$ cat src/rtl/hb_pkg.sv
package hb_pkg;
  // Saturate a requested interval to the supported maximum.
  function automatic int unsigned hb_sat(input int unsigned req, input int unsigned lim);
    return (req > lim) ? lim : req;
  endfunction
endpackage

$ cat src/rtl/hb_frame_mon.sv
module hb_frame_mon #(
  parameter int unsigned ABSENT_MS = 2,
  localparam int unsigned GAP_W = (ABSENT_MS < 2) ? 1 : $clog2(ABSENT_MS)
) (
  input  logic clk,
  input  logic rst_n,
  input  logic ms_tick,
  input  logic frame_edge,
  output logic present
);
  logic [GAP_W-1:0] gap;

  always_ff @(posedge clk or negedge rst_n) begin
    if (!rst_n) begin
      present <= 1'b0;
      gap     <= '0;
    end else if (frame_edge) begin
      present <= 1'b1;
      gap     <= '0;
    end else if (ms_tick && present) begin
      if (gap == GAP_W'(ABSENT_MS - 1)) begin
        present <= 1'b0;
        gap     <= '0;
      end else begin
        gap <= gap + 1'b1;
      end
    end
  end
endmodule

$ cat src/rtl/hb_period_reg.sv
module hb_period_reg #(
  parameter int unsigned W    = 7,
  parameter int unsigned MAXP = 100,
  parameter int unsigned DEFP = 100
) (
  input  logic         clk,
  input  logic         rst_n,
  input  logic         wr,
  input  logic [W-1:0] wdata,
  output logic [W-1:0] period
);
  import hb_pkg::*;

  logic [W-1:0] sat_val;
  assign sat_val = W'(hb_sat(int'(wdata), MAXP));

  always_ff @(posedge clk or negedge rst_n) begin
    if (!rst_n)  period <= W'(hb_sat(DEFP, MAXP));
    else if (wr) period <= sat_val;
  end
endmodule

$ cat src/rtl/hb_interval.sv
module hb_interval #(
  parameter int unsigned W = 7
) (
  input  logic         clk,
  input  logic         rst_n,
  input  logic         enable,
  input  logic         restart,
  input  logic         ms_tick,
  input  logic [W-1:0] period,
  output logic         phase
);
  logic [W-1:0] cnt;

  always_ff @(posedge clk or negedge rst_n) begin
    if (!rst_n) begin
      cnt   <= '0;
      phase <= 1'b0;
    end else if (restart || !enable) begin
      cnt   <= '0;
      phase <= 1'b0;
    end else if (ms_tick) begin
      if (cnt == period - 1'b1) begin
        cnt   <= '0;
        phase <= ~phase;
      end else begin
        cnt <= cnt + 1'b1;
      end
    end
  end
endmodule

$ cat src/rtl/hb_heartbeat.sv
module hb_heartbeat #(
  parameter int unsigned MAX_PERIOD_MS     = 100,
  parameter int unsigned DEFAULT_PERIOD_MS = 100,
  parameter int unsigned ABSENT_MS         = 2,
  localparam int unsigned PERIOD_W = $clog2(MAX_PERIOD_MS + 1)
) (
  input  logic                clk,
  input  logic                rst_n,
  input  logic                ms_tick,
  input  logic                frame_edge,
  input  logic                slave_mode,
  input  logic                proc_run,
  input  logic                period_wr,
  input  logic [PERIOD_W-1:0] period_wdata,
  output logic                hb_pull_low
);
  logic [PERIOD_W-1:0] period_q;
  logic                present_q;
  logic                phase_q;
  logic                active;

  hb_period_reg #(.W(PERIOD_W), .MAXP(MAX_PERIOD_MS), .DEFP(DEFAULT_PERIOD_MS)) u_per (
    .clk(clk), .rst_n(rst_n), .wr(period_wr), .wdata(period_wdata), .period(period_q)
  );

  hb_frame_mon #(.ABSENT_MS(ABSENT_MS)) u_mon (
    .clk(clk), .rst_n(rst_n), .ms_tick(ms_tick), .frame_edge(frame_edge), .present(present_q)
  );

  assign active = proc_run && (period_q != '0) && (!slave_mode || present_q);

  hb_interval #(.W(PERIOD_W)) u_int (
    .clk(clk), .rst_n(rst_n), .enable(active), .restart(period_wr),
    .ms_tick(ms_tick), .period(period_q), .phase(phase_q)
  );

  assign hb_pull_low = phase_q & active;
endmodule

$ cat config.mk
export PLATFORM = sky130hd
export DESIGN_NAME = hb_heartbeat
export DESIGN_NICKNAME = d
export VERILOG_FILES = /design/src/rtl/hb_pkg.sv /design/src/rtl/hb_frame_mon.sv /design/src/rtl/hb_period_reg.sv /design/src/rtl/hb_interval.sv /design/src/rtl/hb_heartbeat.sv
export SDC_FILE = /design/constraint.sdc
export NUM_CORES = 1
export LEC_CHECK = 0
export CORE_AREA = 2 2 43 45
export CTS_BUF_LIST = sky130_fd_sc_hd__clkbuf_8
export CTS_CLUSTER_DIAMETER = 120
export DETAILED_ROUTE_END_ITERATION = 6
export DIE_AREA = 0 0 45 47
export DONT_BUFFER_PORTS = 1
export GPL_TIMING_DRIVEN = 0
export PLACE_DENSITY_LB_ADDON = 0.08
export SLEW_MARGIN = 20
export SYNTH_ARGS = -nofsm -noshare
export SYNTH_HDL_FRONTEND = slang
export SYNTH_SLANG_ARGS = --single-unit
$ cat constraint.sdc
create_clock -name clk -period 3.14 [get_ports clk]
set_clock_uncertainty 0.15 [all_clocks]
set_input_delay 0.471 -clock clk [delete_from_list [all_inputs] [get_ports clk]]
set_output_delay 0.471 -clock clk [all_outputs]
set_load 0.01 [all_outputs]
==> results_dict.tcl <==
set metrics [dict create \
    outcome "finished clean" \
    via_count 880 \
    io_buffers 0 \
    yosys-top-cells-area "dfrtp_1, dfstp_2, xor2_1" \
    setup_repair_after_global_routing_missed_its_margin "false" \
    timing.final.max_slew_violations 0 \
    post-route-drc-count 0 \
    netlist_area_um2 1075 \
    post_route_cells_drive_above_1_share_pct 12.50 \
    design.final.nets 146 \
    synth_seq_cells 17 \
    routed_length_per_instance_um 14.11 \
    slew-limit-headroom_pct 49.38 \
    synth-seq-area-share_pct 39.93 \
    firstDrtPassIters 4 \
    hold_depth 1 \
    crit_path_end_kind "output port" \
    yosysUniqueCellTypes 34 \
    power_leakage_nw 0.5115 \
    detailedPlacementHpwl_um 1538 \
    chipWidth_um 45 \
    cts_inserted_buffers 3 \
    timing.critical_path.fanout_max 6 \
    worst-endpoint-arrival_ns 1.63 \
    worst-slew-pin-transition_ns 0.7568 \
    layout.cell_area.non_filler_um2 1151 \
    syn-mean-instance-area_um2 8.738 \
    maxCapViolations 0 \
    top_level_ports 15 \
    report.final.setup_viol 0 \
    dieArea_um2 2115 \
    finalCoreUtilization_pct 69.70 \
    die_h_um 47 \
    final_min_period_over_clock_period_pct 71.56 \
    timing.reg2reg.worst_path_depth 8 \
    first_pass_grt_wire_length_um 3519 \
    largest_net_degree_at_the_start_of_global_routing 18 \
    crit_path_start_kind "flip-flop" \
    antenna_found_initial 0 \
    clockRootBuffer "clkbuf_8" \
    syn_inst 123 \
    antennaDiodeCount 0 \
    initial_utilization_pct 65.08 \
    core.rowCount 15 \
    cp_data_required_time_ns 2.52 \
    fin_crit_ns 2.247 \
    synth_fp_nets 140 \
    cts.htree.levels 1 \
    clkLatencyLatePin_ns 0.25 \
    fin_setup_tns_ns 0 \
    worst_min_path_class "in2reg" \
    design.core.area_um2 1652 \
    netlist.area_leader.share_pct 32.60 \
    power_density_nw_per_um2 423.3 \
    clock_sink_count 17 \
    ant_nets 0 \
    path_class "reg2out" \
    place_congestion 0.8511 \
    cts_tree "yes" \
    clockBufferDepth 2 \
    nFillCells 139 \
    drt_iter0_drc 19 \
    routed_wl_um 2046 \
    maximum_vdd_drop_v 0.0002835 \
    grt_use_total_pct 23.40 \
    remaining_overflow_grt 0 \
    fin_hold_ws_ns 0.1271 \
    clkTransAtPathRegs_ns 0.07 \
    finalHoldViolations 0 \
    placed_inst_area_um2 1096 \
    vias_per_cell 6.069 \
    yosysWarnings 0 \
    syn_to_final_growth_pct 7.101 \
    maxClockFrequency_mhz 445.0 \
    via_count_of_the_first_global_routing_pass 828 \
    netlist.top_cell.by_area "dfrtp_1" \
    finalPower_uw 487.2 \
]
## repair_timing
action / in CTS / in global routing
hold endpoints to repair: 17 / 0
hold buffers: 1 / 0
gates resized for setup: 0 / 0
setup buffers: 0 / 0
## routing by layer
metal	GRT usage (%)	vias to the layer above	share of wire [%]
met3	3.846	5	3.5
met4	11.76	0	1.9
li1	-	436	-
met5	0	-	0
met1	29.88	419	43
met2	38.57	20	51
## stage by stage
| step | std cells | setup slack [ns] |
|---|---|---|
| 3_3_place_gp | 140 | 1.042 |
| 3_5_place_dp | 140 | 1.007 |
| 6_report | 145 | 0.8930 |
| 2_1_floorplan | 123 | 1.138 |
| 4_1_cts | 145 | 0.8802 |
| 5_1_grt | 145 | 0.8112 |
## sequential cells by signal (all words and copies together), names as in the netlist
register	flops
u_mon.gap	1
u_int.cnt	7
u_per.period	7
u_mon.present	1
u_int.phase	1
## cell usage after synthesis
master and n:
nand2b_1 2, inv_1 11, or3_1 1, o22ai_1 1, nand4b_2 1, nand2_1 13
clkbuf_1 1, nand3_1 11, or4_4 1, mux2_2 2, o21ai_1 3, o211ai_1 1
a31oi_1 2, a21o_1 1, o21ai_0 6, dfrtp_1 14, nor2_1 8, o311ai_4 1
a21oi_1 6, ha_1 3, mux2i_1 1, nand4_1 3, nand3b_1 1, or2_2 3
nor3b_1 2, xor2_1 7, or4_1 1, nor2b_1 2, nor2_2 1, xnor2_1 3
nor3_1 5, buf_6 1, and2_1 1, dfstp_2 3
## worst paths after layout
kind	from	to	slack, ns
max	u_per.period[3]	hb_pull_low	0.89
min	frame_edge	u_mon.gap	0.13
max reg2reg	u_per.period[0]	u_int.phase	0.99
min reg2reg	u_mon.present	u_mon.present	0.38
max in group asynchronous	rst_n	u_per.period[4]	1.78
min in group asynchronous	rst_n	u_int.cnt[6]	0.58
## critical path, stage by stage, from the launching register on
cell and delay (ns):
dfrtp_1 0.43, or4_4 0.57, o311ai_4 0.26, nor2_1 0.12
## report_power, final
part / switching [mW] / total (mW) / internal, mW
Sequential: 0.0148 / 0.250 / 0.235
Combinational: 0.0434 / 0.0777 / 0.0343
Clock: 0.0732 / 0.160 / 0.0868
## kinds of logic (layout without fill, tap and decap cells)
family	after synthesis	after routing	synth area share (%)
xor+xnor	10	10	8.150
buf+inv	13	18	5.238
simple gates	56	56	27.59
mux	3	3	3.027
flops	17	17	39.93
fa+ha+maj	3	3	3.493
compound gates	21	21	12.57
## cell type report
type,count,area [um2],area share [%]
timing repair buffer,1,10.01,0.8696
buffer,2,15.01,1.304
clock inverter,1,3.754,0.3261
sequential,17,429.2,37.28
inverter,11,41.29,3.587
multi-input combinational,93,589.3,51.20
clock buffer,3,41.29,3.587
tap,17,21.27,1.848
## cells in the final DEF, fill, tap and decap left out, types with 2 or more instances in the layout
cell / instances
dfrtp_1: 14
nand2_1: 13
inv_1: 12
nand3_1: 11
nor2_1: 8
xor2_1: 7
o21ai_0: 6
a21oi_1: 6
nor3_1: 5
xnor2_1: 3
nand4_1: 3
or2_2: 3
o21ai_1: 3
ha_1: 3
clkbuf_8: 3
dfstp_2: 3
nand2b_1: 2
nor3b_1: 2
nor2b_1: 2
mux2_2: 2
a31oi_1: 2
Power figures use the tool's default switching activity.
